`src/rtl/drive_status_pkg.sv`:
```
package drive_status_pkg;

    localparam int CMD_W  = 8;
    localparam int STAT_W = 16;

    // control word field positions
    localparam int CW_SEL_LO = 8;
    localparam int CW_IE     = 6;
    localparam int CW_CLR    = 3;

    // controller status bit positions
    localparam int CS_READY  = 0;
    localparam int CS_IE     = 6;
    localparam int CS_SEL_LO = 8;
    localparam int CS_INCOMP = 10;
    localparam int CS_DERR   = 14;
    localparam int CS_COMP   = 15;

    typedef enum logic [1:0] {
        ST_IDLE,
        ST_SETTLE,
        ST_SEND,
        ST_RECV
    } seq_state_t;

    typedef struct packed {
        logic [1:0] sel;
        logic       ie;
        logic       clr;
    } req_t;

    // marker in bit 0, get-status code in bit 1, error clear in bit 3
    function automatic logic [CMD_W-1:0] build_cmd(input logic clr);
        logic [CMD_W-1:0] w;
        w        = '0;
        w[0]     = 1'b1;
        w[1]     = 1'b1;
        w[CW_CLR] = clr;
        return w;
    endfunction

endpackage

```
`src/rtl/sysclk_gen.sv`:
```
module sysclk_gen #(
    parameter int HALF_DIV = 6
) (
    input  logic clk,
    input  logic rst,
    output logic sclk,
    output logic fall_tick
);
    localparam int CW = (HALF_DIV > 1) ? $clog2(HALF_DIV) : 1;

    logic [CW-1:0] cnt;
    logic          wrap;

    assign wrap      = (cnt == CW'(HALF_DIV - 1));
    assign fall_tick = wrap && sclk;

    always_ff @(posedge clk) begin
        if (rst) begin
            cnt  <= '0;
            sclk <= 1'b0;
        end else if (wrap) begin
            cnt  <= '0;
            sclk <= ~sclk;
        end else begin
            cnt <= cnt + 1'b1;
        end
    end

endmodule

```
`src/rtl/cmd_serializer.sv`:
```
module cmd_serializer #(
    parameter int W = 8
) (
    input  logic         clk,
    input  logic         rst,
    input  logic         load,
    input  logic [W-1:0] word,
    input  logic         tick,
    output logic         line,
    output logic         done
);
    localparam int NW = $clog2(W + 1);

    logic [W-1:0]  sh;
    logic [NW-1:0] n;
    logic          act;

    always_ff @(posedge clk) begin
        if (rst) begin
            sh   <= '0;
            n    <= '0;
            act  <= 1'b0;
            line <= 1'b0;
            done <= 1'b0;
        end else begin
            done <= 1'b0;
            if (load) begin
                sh  <= word;
                n   <= '0;
                act <= 1'b1;
            end else if (act && tick) begin
                if (n == NW'(W)) begin
                    line <= 1'b0;
                    act  <= 1'b0;
                    done <= 1'b1;
                end else begin
                    line <= sh[0];
                    sh   <= sh >> 1;
                    n    <= n + 1'b1;
                end
            end
        end
    end

    // line can only be high while a word is in flight
    p_quiet_when_inactive_r5: assert property (@(posedge clk) disable iff (rst)
        !act |=> !line);

endmodule

```
`src/rtl/status_deserializer.sv`:
```
module status_deserializer #(
    parameter int W = 16
) (
    input  logic         clk,
    input  logic         rst,
    input  logic         arm,
    input  logic         sclk_in,
    input  logic         sdat_in,
    output logic         edge_seen,
    output logic         done,
    output logic [W-1:0] word
);
    localparam int NW = $clog2(W + 1);

    logic          c1, c2, c3, d1, d2;
    logic [W-1:0]  sh;
    logic [NW-1:0] cnt;

    assign edge_seen = c2 && !c3;

    always_ff @(posedge clk) begin
        if (rst) begin
            {c1, c2, c3} <= '0;
            {d1, d2}     <= '0;
        end else begin
            c1 <= sclk_in;
            c2 <= c1;
            c3 <= c2;
            d1 <= sdat_in;
            d2 <= d1;
        end
    end

    always_ff @(posedge clk) begin
        if (rst) begin
            sh   <= '0;
            cnt  <= '0;
            done <= 1'b0;
            word <= '0;
        end else begin
            done <= 1'b0;
            if (!arm) begin
                cnt <= '0;
            end else if (edge_seen) begin
                sh <= {d2, sh[W-1:1]};
                if (cnt == NW'(W - 1)) begin
                    word <= {d2, sh[W-1:1]};
                    done <= 1'b1;
                    cnt  <= '0;
                end else begin
                    cnt <= cnt + 1'b1;
                end
            end
        end
    end

    // a word completes only on a synchronised status clock edge
    p_done_on_edge_r6: assert property (@(posedge clk) disable iff (rst)
        done |-> $past(edge_seen && arm));

endmodule

```
`src/rtl/drive_status_requester.sv`:
```
module drive_status_requester
    import drive_status_pkg::*;
#(
    parameter int HALF_DIV    = 6,
    parameter int SETTLE_CYC  = 25,
    parameter int TIMEOUT_CYC = 2000
) (
    input  logic              clk,
    input  logic              rst,
    input  logic              go,
    input  logic [15:0]       ctl_word,
    input  logic              drv_err,
    input  logic              stat_clk,
    input  logic              stat_dat,
    output logic [1:0]        drv_sel,
    output logic              sys_clk,
    output logic              dr_cmd,
    output logic [STAT_W-1:0] stat_word,
    output logic [15:0]       ctl_status,
    output logic              irq
);
    localparam int LIM = (SETTLE_CYC > TIMEOUT_CYC) ? SETTLE_CYC : TIMEOUT_CYC;
    localparam int TW  = $clog2(LIM + 1);

    seq_state_t        state;
    req_t              req;
    logic [TW-1:0]     timer;
    logic              ready_q, incomp_q, derr_q;
    logic              fall_tick, tx_load, tx_done;
    logic              rx_edge, rx_done;
    logic [STAT_W-1:0] rx_word;

    sysclk_gen #(.HALF_DIV(HALF_DIV)) u_clk (
        .clk(clk), .rst(rst), .sclk(sys_clk), .fall_tick(fall_tick)
    );

    assign tx_load = (state == ST_SETTLE) && (timer == TW'(SETTLE_CYC - 1));

    cmd_serializer #(.W(CMD_W)) u_tx (
        .clk(clk), .rst(rst), .load(tx_load), .word(build_cmd(req.clr)),
        .tick(fall_tick), .line(dr_cmd), .done(tx_done)
    );

    status_deserializer #(.W(STAT_W)) u_rx (
        .clk(clk), .rst(rst), .arm(state == ST_RECV),
        .sclk_in(stat_clk), .sdat_in(stat_dat),
        .edge_seen(rx_edge), .done(rx_done), .word(rx_word)
    );

    always_ff @(posedge clk) begin
        derr_q <= drv_err;
    end

    always_ff @(posedge clk) begin
        if (rst) begin
            state     <= ST_IDLE;
            req       <= '0;
            timer     <= '0;
            ready_q   <= 1'b1;
            incomp_q  <= 1'b0;
            stat_word <= '0;
        end else begin
            unique case (state)
                ST_IDLE: if (go) begin
                    req.sel  <= ctl_word[CW_SEL_LO +: 2];
                    req.ie   <= ctl_word[CW_IE];
                    req.clr  <= ctl_word[CW_CLR];
                    ready_q  <= 1'b0;
                    incomp_q <= 1'b0;
                    timer    <= '0;
                    state    <= ST_SETTLE;
                end
                ST_SETTLE: begin
                    if (tx_load) begin
                        timer <= '0;
                        state <= ST_SEND;
                    end else begin
                        timer <= timer + 1'b1;
                    end
                end
                ST_SEND: if (tx_done) begin
                    timer <= '0;
                    state <= ST_RECV;
                end
                ST_RECV: begin
                    if (rx_done) begin
                        stat_word <= rx_word;
                        ready_q   <= 1'b1;
                        state     <= ST_IDLE;
                    end else if (rx_edge) begin
                        timer <= '0;
                    end else if (timer == TW'(TIMEOUT_CYC - 1)) begin
                        incomp_q <= 1'b1;
                        ready_q  <= 1'b1;
                        state    <= ST_IDLE;
                    end else begin
                        timer <= timer + 1'b1;
                    end
                end
                default: state <= ST_IDLE;
            endcase
        end
    end

    assign drv_sel = req.sel;
    assign irq     = ready_q && req.ie;

    always_comb begin
        ctl_status                    = '0;
        ctl_status[CS_READY]          = ready_q;
        ctl_status[CS_IE]             = req.ie;
        ctl_status[CS_SEL_LO +: 2]    = req.sel;
        ctl_status[CS_INCOMP]         = incomp_q;
        ctl_status[CS_DERR]           = derr_q;
        ctl_status[CS_COMP]           = derr_q || incomp_q;
    end

    // checker-only count of cycles since the last accepted request
    logic [TW-1:0] since_go;
    always_ff @(posedge clk) begin
        if (rst) since_go <= '0;
        else if (state == ST_IDLE && go) since_go <= '0;
        else if (since_go != TW'(LIM)) since_go <= since_go + 1'b1;
    end

    // the selected drive does not move during an operation
    p_sel_hold_r2: assert property (@(posedge clk) disable iff (rst)
        (state != ST_IDLE) |=> $stable(drv_sel));

    // the marker never leaves before the settling interval
    p_settle_r3: assert property (@(posedge clk) disable iff (rst)
        $rose(dr_cmd) |-> (since_go >= TW'(SETTLE_CYC)));

    // command bits change only on a falling system clock
    p_fall_edge_r4: assert property (@(posedge clk) disable iff (rst)
        !$stable(dr_cmd) |-> $fell(sys_clk));

    // command line quiet while idle
    p_idle_quiet_r5: assert property (@(posedge clk) disable iff (rst)
        (state == ST_IDLE) |-> !dr_cmd);

    // interrupt rises only when a transfer finishes
    p_irq_on_finish_r8: assert property (@(posedge clk) disable iff (rst)
        $rose(irq) |-> ($past(state) == ST_RECV));

endmodule

```
`config.mk`:
```
export PLATFORM = sky130hd
export DESIGN_NAME = drive_status_requester
export DESIGN_NICKNAME = d
export VERILOG_FILES = /design/src/rtl/drive_status_pkg.sv /design/src/rtl/sysclk_gen.sv /design/src/rtl/cmd_serializer.sv /design/src/rtl/status_deserializer.sv /design/src/rtl/drive_status_requester.sv
export SDC_FILE = /design/constraint.sdc
export NUM_CORES = 1
export LEC_CHECK = 0
export BUFFER_PORTS_ARGS = -buffer_cell sky130_fd_sc_hd__buf_2
export CAP_MARGIN = 15
export CORE_ASPECT_RATIO = 1.5
export CORE_MARGIN = 5
export CORE_UTILIZATION = 53
export CTS_CLUSTER_DIAMETER = 80
export CTS_CLUSTER_SIZE = 8
export DETAILED_ROUTE_END_ITERATION = 16
export PLACE_DENSITY_LB_ADDON = 0.15
export REMOVE_ABC_BUFFERS = 1
export SLEW_MARGIN = 20
export SYNTH_ARGS = -nofsm -noshare
export SYNTH_HDL_FRONTEND = slang
export SYNTH_SLANG_ARGS = --single-unit
```
`constraint.sdc`:
```
create_clock -name clk -period 2.4 [get_ports clk]
set_input_delay 0.12 -clock clk [delete_from_list [all_inputs] [get_ports clk]]
set_output_delay 0.12 -clock clk [all_outputs]
set_load 0.03 [all_outputs]
```
==> impl_metrics.ini, run 1 <==
[yosys]
synthMuxAreaShare_pct = 1.27
ys.warnings.count = 0
synth_top_area_share_pct = 47.4
synth_top_family_by_area = simple AND/OR/NAND/NOR gates
synthTopCellsByArea = dfxtp_1 (47%), nand2_1 (12%), a21oi_1 (8.2%)
synth_xor_area_share_pct = 1.12
synth_compound_area_share_pct = 14.9
yosysTopAreaCell = dfxtp_1
yosys.area_share.simple_pct = 24.3
syn_inst = 472
ys_types = 51
async_reset_ff_share_pct = 0
synth_edf_count = 0
synth.ff_latch_count = 93
avgSynthCellArea_um2 = 8.32
syn_area_um2 = 3930
ys.flop_type = dfxtp_1
synth-seq-area-share_pct = 47.4
yosys.area_share.adder_pct = 3.82

[power_and_ir_drop]
clkPwrFrac_pct = 33.4
power_per_cell_area_nw_per_um2 = 786
peakVddDrop_mv = 0.559
p_int_mw = 2.43
power.switching_uw = 999
swShare_pct = 29.1
pwr-share-comb_pct = 18.8
p_leak_nw = 1.64
power_frac_seq_pct = 47.8
totalPowerFinal_mw = 3.43

[placed_design]
gp_congestion = 0.804
dp_hpwl_um = 5120
place_area_um2 = 4090
place.port_buffers = 37

[sta]
skew_ns = 0.0119
grt_setup_unrepaired = false
worst_slew_pin_slew_ns = 0.669
slew_headroom_pct = 55.3
slew_violations = 0
period_minus_slack_ns = 2.09
tns_ns = 0
clock.fmax_ghz = 0.479
fin_crit_sh_pct = 87.0
hold_viol = 0
setup_viol = 0

[floorplan]
dieHeight_um = 115
start_util_pct = 54.3
dieArea_um2 = 9260
io_pins = 59
core_area_um2 = 7230
die_w_um = 80.3
rows = 38

[grt]
grt_pass1_wl_um = 12600
track_usage_pct = 16.9
grt_pass1_vias = 2826
antenna_found_initial = 0
grt_max_degree = 49
overflow = 0

[detailed_routing]
drtAntennaViolNets = 0
drc = 0
wl_per_cell_um = 12.1
vias = 3095
drt_first_pass_iters = 4
vias_per_cell = 5.15
drt_iter0_drc = 143
drt_wl_total_um = 7300

[clock_network]
clk_pin_slew_ns = 0.09
clock_path_buffers = 2
cts-resized-gates = 0
clock-sinks = 93
clock-root-buffer = clkbuf_8
htreeDepth = 3
cts_made_buffers = 9
clkLatencyLatePin_ns = 0.36
cts_tree = built

[flow_run]
cap_violations = 0

[cells_and_area]
drive_gt1_share_pct = 13.4
final_cell_area_um2 = 4360
nNetsFinal = 530
area_growth_pct = 11.1
n_fill_cell = 713
insertedDiodeCount = 0

[setup_path]
worst_ep_required_time_ns = 2.66
cp-end-kind = register
crit_path_start_kind = register
crit_fanout = 6
crit_type = reg -> reg
worstPathArrival_ns = 2.34

[worst_hold_path]
worst_hold_path_type = in -> reg

[run_status]
outcome = finished, final reports clean
layer usage:
layer,routed length [um],vias up,track usage [%]
li1,-,1625,-
met1,3190,1407,20.0
met2,3690,51,28.8
met3,250,12,3.34
met4,176,0,8.79
met5,0,-,0
final timing paths:
check / start / end / slack (ns) / cells after the start
max: timer[0] / state[0] / 0.31 / 6
min: ctl_word[8] / drv_sel[0] / 0.03 / 3
max reg2reg: timer[0] / state[0] / 0.31 / 6
min reg2reg: u_rx.word[2] / stat_word[2] / 0.44 / 2
repair_timing:
| action | CTS | global route |
|---|---|---|
| buffers inserted | 0 | 0 |
| hold buffers | 5 | 0 |
| hold endpoints to repair | 5 | 0 |
cells in the mapped netlist, types with 2 or more instances:
library cell / number
nand2_1: 121
dfxtp_1: 93
a21oi_1: 64
clkbuf_1: 22
buf_4: 17
nor2_1: 14
nand3_1: 13
ha_1: 12
inv_1: 12
and3_1: 11
nor2b_1: 9
a32oi_1: 7
nand4_1: 7
nor3_1: 7
o41ai_1: 6
and2_1: 5
mux2i_1: 5
buf_2: 3
nand2b_1: 3
xor2_1: 3
buf_1: 2
nand3b_1: 2
o211ai_1: 2
o21ai_0: 2
or2_2: 2
or3_1: 2
xnor2_1: 2
worst max-delay path, cell delays in order (launching register included):
cell and delay (ns):
dfxtp_1 0.39, ha_1 0.24, nand3_2 0.17, nor4_1 0.43
a21oi_1 0.19, a2111o_1 0.45, o211a_1 0.13
power groups by stage:
stage	logic, mW	registers, mW	clock network [mW]
finish	0.644	1.64	1.15
global route	0.713	1.65	1.24
CTS	0.648	1.64	1.18
detailed placement	0.642	1.67	0
global placement	0.623	1.67	0
floorplan	0.407	1.71	0
state kept, by name, summed over array words and instances (netlist names), 2 cells and up:
| signal | count |
|---|---|
| u_clk.cnt | 3 |
| u_tx.n | 4 |
| u_rx.cnt | 5 |
| u_rx.word | 16 |
| state | 2 |
| drv_sel | 2 |
| u_tx.sh | 4 |
| timer | 11 |
| stat_word | 16 |
| u_rx.sh | 15 |
area by class of cell:
type	count	area (um^2)	area share [%]
multi-input cells	331	1820	41.7
clock buffers	11	141	3.24
inverters	12	45.0	1.03
flip-flops and latches	93	1860	42.7
repair buffers	49	288	6.60
clock inverters	5	83.8	1.92
well taps	100	125	2.87
stage by stage:
step	util [%]	cells	worst slack, ns	hold WS, ns
floorplan	-	436	0.476	0.148
global placement	56.5	580	0.388	0.223
detailed placement	56.5	580	0.336	0.224
CTS	60.4	601	0.313	0.00595
global route	60.4	601	0.109	0.00677
finish	60.4	601	0.313	0.0257
logic make-up after synthesis:
logic type / count (synthesis)
simple gates: 206
compound gates: 94
flops: 93
buf+inv: 56
fa+ha+maj: 12
xor+xnor: 5
mux: 5
other cells: 1
cell usage in the layout, fill, tap and decap left out, types with 6 or more instances in the layout:
cell type,netlist,layout
conb_1,1,9
nor2_1,14,14
dfxtp_1,93,93
buf_4,17,7
o41ai_1,6,6
clkbuf_8,0,10
nand4_1,7,7
a32oi_1,7,7
nand3_1,13,13
nand2_1,121,121
nor3_1,7,7
and3_1,11,11
nor2b_1,9,9
buf_2,3,37
a21oi_1,64,64
ha_1,12,12
inv_1,12,12
No activity file was read; power rests on OpenSTA's default activity.
==> run 2: changes to the inputs <==
--- a/config.mk
+++ b/config.mk
@@ -16,3 +16,2 @@
 export PLACE_DENSITY_LB_ADDON = 0.15
-export REMOVE_ABC_BUFFERS = 1
 export SLEW_MARGIN = 20
==> constraint.sdc (replaced) <==
create_clock -name clk -period 2.4 [get_ports clk]
set_input_delay 0.24 -clock clk [delete_from_list [all_inputs] [get_ports clk]]
set_output_delay 0.24 -clock clk [all_outputs]
set_load 0.03 [all_outputs]
==> impl_metrics.ini, run 2 (synthesized netlist as in run 1, its figures left out) <==
[power_and_ir_drop]
power_per_cell_area_nw_per_um2 = 793
peakVddDrop_mv = 0.700
p_leak_nw = 1.63

[detailed_routing]
vias_per_cell = 5.26
drc = 0
vias = 3132
drt_iter0_drc = 185
drt_wl_total_um = 7710
drtAntennaViolNets = 0
drt_first_pass_iters = 4
wl_per_cell_um = 13.0

[setup_path]
crit_fanout = 6
worst_ep_required_time_ns = 2.65
timing.rr.start = timer[0]
reg2regPathDepth = 6
worstPathArrival_ns = 2.42
r2r_slack_ns = 0.23
r2r_end = state[0]
crit_path_start_kind = register
cp-end-kind = register
crit_type = reg -> reg

[clock_network]
clock-sinks = 93
cts_tree = built
clock_path_buffers = 2
cts-resized-gates = 0
clk_pin_slew_ns = 0.08
clock-root-buffer = clkbuf_8
clkLatencyLatePin_ns = 0.35
htreeDepth = 3
cts_made_buffers = 9

[floorplan]
dieArea_um2 = 9260
rows = 38
dieHeight_um = 115
io_pins = 59
die_w_um = 80.3
core_area_um2 = 7230
start_util_pct = 54.3

[grt]
track_usage_pct = 17.9
overflow = 0
grt_max_degree = 53
grt_pass1_wl_um = 13100
grt_pass1_vias = 2856
antenna_found_initial = 0

[sta]
grt_setup_unrepaired = false
tns_ns = 0
setup_viol = 0
fin_crit_sh_pct = 90.5
slew_violations = 0
skew_ns = 0.00828
worst_slew_pin_slew_ns = 0.620
hold_slack_ns = 0.0988
clock.fmax_ghz = 0.460
period_minus_slack_ns = 2.17
slew_headroom_pct = 58.6
hold_viol = 0

[worst_hold_path]
min_delay_path_depth = 2
worst_hold_path_type = in -> reg
hold_path_startpoint = stat_dat
hold_end = u_rx.d1

[cells_and_area]
mostFrequentLayoutCells = nand2_1 (121), dfxtp_1 (93), a21oi_1 (64)
final_common_cell = nand2_1
final_cell_area_um2 = 4320
drive_gt1_share_pct = 13.3
insertedDiodeCount = 0
nNetsFinal = 525
area_growth_pct = 10.1
top_regs = stat_word (16), u_rx.word (16), u_rx.sh (15)

[placed_design]
gp_congestion = 0.825
dp_hpwl_um = 5550
place_area_um2 = 4080
place.port_buffers = 37

[flow_run]
cap_violations = 0

[run_status]
outcome = finished, final reports clean
==> run 2: per-layer routing <==
metal  GRT usage [%]  share of wire [%]  up-vias
li1                -                  -     1616
met1            20.1                 41     1455
met2            32.2                 55       55
met3            4.51                3.2        6
met4            6.54               0.95        0
met5               0                  0        -
==> run 2: what timing repair did <==
item	CTS	global route
endpoints found under the setup margin	0	0
hold endpoints to repair	1	0
setup buffers	0	0
hold buffers	1	0
==> run 2: final cells by class <==
type | count | area, um^2
Fill cell | 686 | 2910
Sequential cell | 93 | 1860
Multi-Input combinational cell | 331 | 1820
Timing Repair Buffer | 44 | 240
Clock buffer | 12 | 165
Tap cell | 100 | 125
Clock inverter | 3 | 67.6
Inverter | 12 | 45.0
==> run 2: stage by stage <==
step | power [mW] | utilization [%] | setup WS [ns] | std cells
global route | 3.60 | 59.8 | 0.0740 | 595
floorplan | 2.18 | - | 0.556 | 480
detailed placement | 2.29 | 56.4 | 0.260 | 579
CTS | 3.47 | 59.8 | 0.234 | 595
finish | 3.43 | 59.8 | 0.228 | 595
global placement | 2.27 | 56.4 | 0.317 | 579
==> run 2: how the worst max path moves through the flow <==
| stage | from | endpoint | slack (ns) | depth (start not counted) |
|---|---|---|---|---|
| finish | timer[0] | state[0] | 0.23 | 6 |
| global route | state[1] | timer[10] | 0.07 | 7 |
| CTS | timer[0] | state[0] | 0.23 | 6 |
| detailed placement | timer[0] | state[0] | 0.26 | 6 |
| global placement | timer[0] | state[0] | 0.32 | 6 |
| floorplan | state[0] | timer[10] | 0.56 | 7 |
==> run 2: worst max-delay path: stages, from the launching register on <==
cell,delay (ns)
dfxtp_1,0.39
ha_1,0.24
nand3_2,0.18
nor4_1,0.50
a21oi_1,0.19
a2111o_1,0.44
o211a_1,0.13
==> run 2: power breakdown <==
part | leakage (nW) | internal, mW | switching [mW]
clock network | 0.115 | 0.667 | 0.513
registers | 0.752 | 1.59 | 0.0441
logic | 0.759 | 0.203 | 0.409
